--- src/rtl/ptlb_pkg.sv ---
package ptlb_pkg;
  localparam int TLB_SLOTS  = 16;
  localparam int TLB_VPN_W  = 20;
  localparam int TLB_PPN_W  = 20;
  localparam int TLB_PID_W  = 8;

  // permission encodings: 00 none, 01 read only, 1x read/write
  localparam logic [1:0] PERM_NONE = 2'b00;
  localparam logic [1:0] PERM_RO   = 2'b01;
  localparam logic [1:0] PERM_RW   = 2'b10;

  function automatic logic perm_allows(input logic [1:0] perm, input logic is_write);
    return (perm != PERM_NONE) && (!is_write || perm[1]);
  endfunction
endpackage

--- src/rtl/ptlb_match.sv ---
module ptlb_match #(
  parameter int N     = 16,
  parameter int VPN_W = 20,
  parameter int PID_W = 8,
  localparam int IDX_W = $clog2(N)
) (
  input  logic                       clk,
  input  logic                       rst_n,
  input  logic [N-1:0]               slot_used,
  input  logic [N-1:0][VPN_W-1:0]    slot_vpn,
  input  logic [N-1:0][PID_W-1:0]    slot_pid,
  input  logic [VPN_W-1:0]           key_vpn,
  input  logic [PID_W-1:0]           key_pid,
  output logic                       found,
  output logic [IDX_W-1:0]           found_idx
);
  logic [N-1:0] hit_vec;

  for (genvar g = 0; g < N; g++) begin : g_cmp
    assign hit_vec[g] = slot_used[g] && (slot_vpn[g] == key_vpn) && (slot_pid[g] == key_pid);
  end

  always_comb begin
    found_idx = '0;
    for (int i = N - 1; i >= 0; i--) begin
      if (hit_vec[i]) found_idx = IDX_W'(i);
    end
  end

  assign found = |hit_vec;


  single_match_chk: assert property (@(posedge clk) disable iff (!rst_n) $onehot0(hit_vec));
endmodule

--- src/rtl/ptlb_plru.sv ---
module ptlb_plru #(
  parameter int N = 16,
  localparam int IDX_W = $clog2(N)
) (
  input  logic             clk,
  input  logic             rst_n,
  input  logic             touch_en,
  input  logic [IDX_W-1:0] touch_idx,
  output logic [IDX_W-1:0] victim
);
  logic [N-1:1] tree, tree_nxt;

  always_comb begin
    int node;
    tree_nxt = tree;
    node = 1;
    for (int l = 0; l < IDX_W; l++) begin
      tree_nxt[node] = ~touch_idx[IDX_W-1-l];
      node = node * 2 + int'(touch_idx[IDX_W-1-l]);
    end
  end

  always_comb begin
    int node;
    node = 1;
    for (int l = 0; l < IDX_W; l++) begin
      node = node * 2 + int'(tree[node]);
    end
    victim = IDX_W'(node - N);
  end

  always_ff @(posedge clk) begin
    if (!rst_n) tree <= '0;
    else if (touch_en) tree <= tree_nxt;
  end


  victim_not_recent_chk: assert property (@(posedge clk) disable iff (!rst_n)
    $past(touch_en) |-> (victim != $past(touch_idx)));
endmodule

--- src/rtl/ptlb_top.sv ---
module ptlb_top #(
  parameter int N     = ptlb_pkg::TLB_SLOTS,
  parameter int VPN_W = ptlb_pkg::TLB_VPN_W,
  parameter int PPN_W = ptlb_pkg::TLB_PPN_W,
  parameter int PID_W = ptlb_pkg::TLB_PID_W,
  localparam int IDX_W = $clog2(N)
) (
  input  logic             clk,
  input  logic             rst_n,
  input  logic [PID_W-1:0] cur_pid,
  input  logic             flush_all,
  input  logic             inval_en,
  input  logic [VPN_W-1:0] inval_vpn,
  input  logic [PID_W-1:0] inval_pid,
  input  logic             req_valid,
  output logic             req_ready,
  input  logic [VPN_W-1:0] req_vpn,
  input  logic             req_write,
  input  logic             req_user,
  output logic             rsp_valid,
  output logic             rsp_hit,
  output logic             rsp_miss,
  output logic             rsp_pfault,
  output logic             rsp_afault,
  output logic [PPN_W-1:0] rsp_ppn,
  output logic             rsp_cache,
  output logic             rsp_ref,
  output logic             rsp_dirty,
  input  logic             fill_valid,
  output logic             fill_ready,
  input  logic [VPN_W-1:0] fill_vpn,
  input  logic [PID_W-1:0] fill_pid,
  input  logic [PPN_W-1:0] fill_ppn,
  input  logic             fill_present,
  input  logic [1:0]       fill_kperm,
  input  logic [1:0]       fill_uperm,
  input  logic             fill_cache
);
  import ptlb_pkg::*;

  logic [N-1:0]              used, refd, dirty, present, cacheable;
  logic [N-1:0][VPN_W-1:0]   vpn_q;
  logic [N-1:0][PID_W-1:0]   pid_q;
  logic [N-1:0][PPN_W-1:0]   ppn_q;
  logic [N-1:0][1:0]         kperm_q, uperm_q;

  logic             lk_found, fm_found, im_found;
  logic [IDX_W-1:0] lk_idx, fm_idx, im_idx, free_idx, victim, fill_tgt;
  logic             lk_go, fill_go, lk_ok, lk_good;
  logic [1:0]       lk_perm;

  assign fill_ready = !flush_all && !inval_en;
  assign req_ready  = fill_ready && !fill_valid;
  assign lk_go      = req_valid && req_ready;
  assign fill_go    = fill_valid && fill_ready;

  ptlb_match #(.N(N), .VPN_W(VPN_W), .PID_W(PID_W)) u_lk_match (
    .clk(clk), .rst_n(rst_n), .slot_used(used), .slot_vpn(vpn_q), .slot_pid(pid_q),
    .key_vpn(req_vpn), .key_pid(cur_pid), .found(lk_found), .found_idx(lk_idx));

  ptlb_match #(.N(N), .VPN_W(VPN_W), .PID_W(PID_W)) u_fill_match (
    .clk(clk), .rst_n(rst_n), .slot_used(used), .slot_vpn(vpn_q), .slot_pid(pid_q),
    .key_vpn(fill_vpn), .key_pid(fill_pid), .found(fm_found), .found_idx(fm_idx));

  ptlb_match #(.N(N), .VPN_W(VPN_W), .PID_W(PID_W)) u_inval_match (
    .clk(clk), .rst_n(rst_n), .slot_used(used), .slot_vpn(vpn_q), .slot_pid(pid_q),
    .key_vpn(inval_vpn), .key_pid(inval_pid), .found(im_found), .found_idx(im_idx));

  ptlb_plru #(.N(N)) u_plru (
    .clk(clk), .rst_n(rst_n),
    .touch_en((lk_go && lk_good) || fill_go),
    .touch_idx(fill_go ? fill_tgt : lk_idx),
    .victim(victim));

  // lowest empty slot
  always_comb begin
    free_idx = '0;
    for (int i = N - 1; i >= 0; i--) begin
      if (!used[i]) free_idx = IDX_W'(i);
    end
  end

  assign fill_tgt = fm_found ? fm_idx : (!(&used) ? free_idx : victim);
  assign lk_perm  = req_user ? uperm_q[lk_idx] : kperm_q[lk_idx];
  assign lk_ok    = perm_allows(lk_perm, req_write);
  assign lk_good  = lk_found && present[lk_idx] && lk_ok;

  // slot payload (no reset needed; guarded by used)
  always_ff @(posedge clk) begin
    if (fill_go) begin
      vpn_q[fill_tgt]     <= fill_vpn;
      pid_q[fill_tgt]     <= fill_pid;
      ppn_q[fill_tgt]     <= fill_ppn;
      present[fill_tgt]   <= fill_present;
      kperm_q[fill_tgt]   <= fill_kperm;
      uperm_q[fill_tgt]   <= fill_uperm;
      cacheable[fill_tgt] <= fill_cache;
    end
  end

  // occupancy and status flags
  always_ff @(posedge clk) begin
    if (!rst_n) begin
      used  <= '0;
      refd  <= '0;
      dirty <= '0;
    end else if (flush_all) begin
      used <= '0;
    end else if (inval_en) begin
      if (im_found) used[im_idx] <= 1'b0;
    end else if (fill_go) begin
      used[fill_tgt]  <= 1'b1;
      refd[fill_tgt]  <= 1'b0;
      dirty[fill_tgt] <= 1'b0;
    end else if (lk_go && lk_good) begin
      refd[lk_idx] <= 1'b1;
      if (req_write) dirty[lk_idx] <= 1'b1;
    end
  end

  // response register
  always_ff @(posedge clk) begin
    if (!rst_n) begin
      rsp_valid  <= 1'b0;
      rsp_hit    <= 1'b0;
      rsp_miss   <= 1'b0;
      rsp_pfault <= 1'b0;
      rsp_afault <= 1'b0;
      rsp_ppn    <= '0;
      rsp_cache  <= 1'b0;
      rsp_ref    <= 1'b0;
      rsp_dirty  <= 1'b0;
    end else begin
      rsp_valid  <= lk_go;
      rsp_hit    <= lk_go && lk_good;
      rsp_miss   <= lk_go && !lk_found;
      rsp_pfault <= lk_go && lk_found && !present[lk_idx];
      rsp_afault <= lk_go && lk_found && present[lk_idx] && !lk_ok;
      rsp_ppn    <= ppn_q[lk_idx];
      rsp_cache  <= cacheable[lk_idx];
      rsp_ref    <= lk_found && (refd[lk_idx] || lk_good);
      rsp_dirty  <= lk_found && (dirty[lk_idx] || (lk_good && req_write));
    end
  end


  one_outcome_chk: assert property (@(posedge clk) disable iff (!rst_n)
    rsp_valid |-> $countones({rsp_hit, rsp_miss, rsp_pfault, rsp_afault}) == 1);


  rsp_after_req_chk: assert property (@(posedge clk) disable iff (!rst_n)
    rsp_valid |-> $past(req_valid && !fill_valid && !flush_all && !inval_en));


  flush_empties_chk: assert property (@(posedge clk) disable iff (!rst_n)
    $past(flush_all) |-> (used == '0));
endmodule

--- config.mk ---
export PLATFORM = sky130hd
export DESIGN_NAME = ptlb_top
export DESIGN_NICKNAME = d
export VERILOG_FILES = /design/src/rtl/ptlb_pkg.sv /design/src/rtl/ptlb_match.sv /design/src/rtl/ptlb_plru.sv /design/src/rtl/ptlb_top.sv
export SDC_FILE = /design/constraint.sdc
export NUM_CORES = 2
export LEC_CHECK = 0
export BUFFER_PORTS_ARGS = -buffer_cell sky130_fd_sc_hd__buf_4
export CORE_MARGIN = 1
export CORE_UTILIZATION = 50
export DETAILED_ROUTE_END_ITERATION = 8
export GPL_ROUTABILITY_DRIVEN = 0
export PLACE_DENSITY = 0.74
export SYNTH_ARGS = -nofsm -noshare
export SYNTH_HDL_FRONTEND = slang
export SYNTH_SLANG_ARGS = --single-unit
--- constraint.sdc ---
create_clock -name clk -period 25.1 [get_ports clk]
set_input_delay 3.765 -clock clk [delete_from_list [all_inputs] [get_ports clk]]
set_output_delay 3.765 -clock clk [all_outputs]
set_load 0.05 [all_outputs]
==> qor.tcl <==
set qor(first_iter_violations) 8243
set qor(min_delay_src) {u_plru.tree[11]$_SDFFE_PN0P_}
set qor(reg2reg_from) {vpn_q[299]$_DFFE_PP_}
set qor(sequential_fraction_of_the_synthesis_area_pct) 52.60
set qor(hp-class) {reg2reg}
set qor(switch_share_pct) 25.11
set qor(static-leakage-power_nw) 19.21
set qor(globalRouteOverflowTotal) 0
set qor(max-vdd-ir-drop_uv) 58.29
set qor(ys_top_cells_by_area) {edfxtp_1 (49%), xnor2_1 (13%), xor2_1 (8.8%), nand2_1 (5.0%), dfxtp_1 (3.5%)}
set qor(detail-route-antenna-nets) 0
set qor(placed_cells_incl_taps) 6140
set qor(post_layout_nonfiller_instances) 6331
set qor(grt_first_pass_wirelength_um) 287700
set qor(tightest_slew_ps) 1210
set qor(bufs_on_longest_clock_path) 3
set qor(detail_route.first_pass.iterations) 9
set qor(number_of_max_slew_violations_in_the_final_report) 0
set qor(synth_area_leader) {edfxtp_1}
set qor(rrSetupSlack_ps) 19040
set qor(worstPathMaxFanout) 117
set qor(cts_max_level) 3
set qor(netlist_area_mm2) 0.05279
set qor(chipHeight_um) 326.9
set qor(finalCritPeriodShare_pct) 36.30
set qor(vias) 43480
set qor(worst-endpoint-arrival_ps) 9690
set qor(chipWidth_um) 326.9
set qor(timing.max_slew.rel_slack_pct) 19.33
set qor(synth.lib_cells_used.distinct) 85
set qor(hold_end) {u_plru.tree[11]$_SDFFE_PN0P_}
set qor(yosysWarningCount) 0
set qor(avgRoutedWirePerCell_um) 32.48
set qor(clk_pin_slew_ps) 60
set qor(number_of_setup_violations_in_the_final_report) 0
set qor(worst_r2r_path_depth) 15
set qor(min_delay_path_depth) 2
set qor(numCtsBuffers) 100
set qor(p_comb_share_pct) 9.1
set qor(placement.io_buffers) 147
set qor(cts.repair.resized) 0
set qor(sequential_fraction_of_design_power_pct) 47.9
set qor(layout_commonest_cell) {edfxtp_1}
set qor(cp.buffers_inverters) 2
set qor(post-cts-setup-buffer-count) 0
set qor(clk_root_buffer_cell) {clkbuf_16}
set qor(tritoncts) {built}
set qor(critPathMaxStageDelay_ps) 830
set qor(postSynthAreaPerCell_um2) 10.91
set qor(rsz_0062_raised_after_global_routing) {no}
set qor(dp_hpwl_um) 121300
set qor(critical-path-top-delay-family) {compound AO/OA/AOI/OAI gates}
set qor(post-layout-total-power_w) 0.003627
set qor(total_switching_power_w) 0.0009107
set qor(grt_antenna_before_repair) 6
set qor(drt-total-wl_um) 205600
set qor(clkSinkCount) 955
set qor(design.final.nets) 4981
set qor(p_per_area_mw_per_mm2) 62.08
set qor(grt_usage_pct) 37.56
set qor(post_cts_hold_buffer_count) 0
set qor(initial_core_util_pct) 50.72
set qor(grt_start_max_net_pins) 122
set qor(hold_fails_final_rpt) 0
set qor(worstPathCellList) {buf_4 > xnor2_1 > nand4_1 > nor4_1 > nand3_1 > a211oi_1 > o311ai_4 > buf_4 > nand2_8 > mux2i_1 > mux2_2 > a2111oi_2 > a22oi_2 > a311oi_4 > nand3_1 > mux2i_1}
set qor(power_frac_clock_pct) 42.9
set qor(vias_in_the_first_global_route) 40529
set qor(syn-instance-count) 4840
set qor(core.rowCount) 118
set qor(maxClockFrequency_ghz) 0.1098
set qor(clkLatencyLatePin_ps) 740
set qor(setup.worst_path.class) {in2reg}
set qor(ys_async_sr_fraction_pct) 0
set qor(synthToLayoutAreaGrowth_pct) 10.67
set qor(outcome) {finished, violations left}
set qor(io-pin-count) 148
set qor(clock_skew_after_layout_ps) 58.46
set qor(yosys.area.top_type_share_pct) 49.15
set qor(r2r_end) {u_plru.tree[8]$_SDFFE_PN0P_}
set qor(vias_per_cell) 6.868
set qor(setup_tns_ps) 0
set qor(detail_route.drc_violations) 44
set qor(synth-seq-cells) 955
set qor(failed_checks) {design-rule violations}
set qor(critPathRequiredTime_ps) 25680
set qor(power_report.internal_total_w) 0.002716
set qor(final_layout_size_suffix_gt1_share_pct) 8.869
set qor(slowest_stage_cell_on_the_critical_path) {a211oi_1}
set qor(cp-end-kind) {flop}
set qor(post_layout_min_period_ps) 9111
set qor(postSynthNetCount) 4958
set qor(synth_flop_cell) {edfxtp_1}
set qor(number_of_enable_flip_flop_cells_after_synthesis) 864
set qor(worst_setup_path_start_kind) {input pin}
set qor(fin_util_pct) 56.13
set qor(maximum_capacitance_violations) 0
set qor(top_library_cells_by_usage_in_the_layout_fill_and_taps_aside) {edfxtp_1 (864), xnor2_1 (804), nand2_1 (706)}
set qor(dieArea_mm2) 0.1069
set qor(core_area_mm2) 0.1041
power by group through the flow:
stage,Combinational [W],Clock [W],Sequential (W)
3_3_place_gp,0.000299,0,0.00177
3_5_place_dp,0.000302,0,0.00177
5_1_grt,0.000329,0.00161,0.00174
6_report,0.000331,0.00156,0.00174
2_1_floorplan,0.000168,0,0.00178
4_1_cts,0.000304,0.00155,0.00174
cells in the mapped netlist, types with 50 or more instances:
library cell / instances
dfxtp_1: 91
xor2_1: 528
clkbuf_1: 177
o21ai_0: 130
xnor2_1: 804
edfxtp_1: 864
nor4_1: 245
buf_2: 67
nand4_1: 282
nand2_1: 706
nor2_1: 159
nand3_1: 186
inv_1: 50
worst max-delay path by stage:
stage	start	to	slack [ps]	depth (start not counted)
finish	req_vpn[18]	u_plru.tree[8]$_SDFFE_PN0P_	15990	16
global route	req_vpn[0]	u_plru.tree[8]$_SDFFE_PN0P_	15800	15
CTS	req_vpn[18]	u_plru.tree[8]$_SDFFE_PN0P_	16290	16
detailed placement	req_vpn[19]	u_plru.tree[4]$_SDFFE_PN0P_	15590	16
global placement	req_vpn[18]	u_plru.tree[4]$_SDFFE_PN0P_	15610	16
floorplan	fill_pid[7]	used[0]$_SDFFE_PP0P_	14330	16
worst register-to-register path: cells and delay by family, from the launching register on:
kind,cells,cell delay [ps]
flip-flops,1,480
multiplexers,3,760
AND/OR/NAND/NOR,5,1730
AO/OA/AOI/OAI,5,2380
buffers and inverters,1,250
XOR/XNOR,1,280
state kept, by name (all words and copies together) (netlist names), 16 cells and up:
register   cells
ppn_q        320
used          16
kperm_q       32
pid_q        128
cacheable     16
present       16
refd          16
vpn_q        320
rsp_ppn       20
uperm_q       32
dirty         16
layout make-up:
type	instances	area (um2)
inverter	50	191.4
sequential	955	27770
antenna	1	2.502
timing repair buffer	204	1531
clock buffer	135	2754
fill	8493	45660
multi-input combinational	3552	23770
clock inverter	54	688.2
tap	1380	1727
metal layers:
layer / share of wire, % / global-route usage [%] / wire length (um)
met1: 34 / 47.13 / 70930
met2: 39 / 50.58 / 79790
met3: 19 / 19.55 / 38270
met4: 8.1 / 23.32 / 16620
met5: 0.014 / 0.3993 / 29
through the flow:
step | worst slack (ps) | instance area (um2) | hold slack, ps
5_1_grt | 15800 | 58430 | 480.0
2_1_floorplan | 14330 | 52790 | 433.9
4_1_cts | 16290 | 58400 | 459.8
6_report | 15990 | 58430 | 457.6
3_5_place_dp | 15590 | 54960 | 451.7
3_3_place_gp | 15610 | 54960 | 444.3
cell families after synthesis:
kind of cell	Yosys count	synth area share (%)
flops	955	52.60
buf+inv	333	2.605
compound gates	343	4.228
simple gates	1835	17.58
xor+xnor	1332	22.10
mux	42	0.8911
Power figures use the tool's default switching activity.
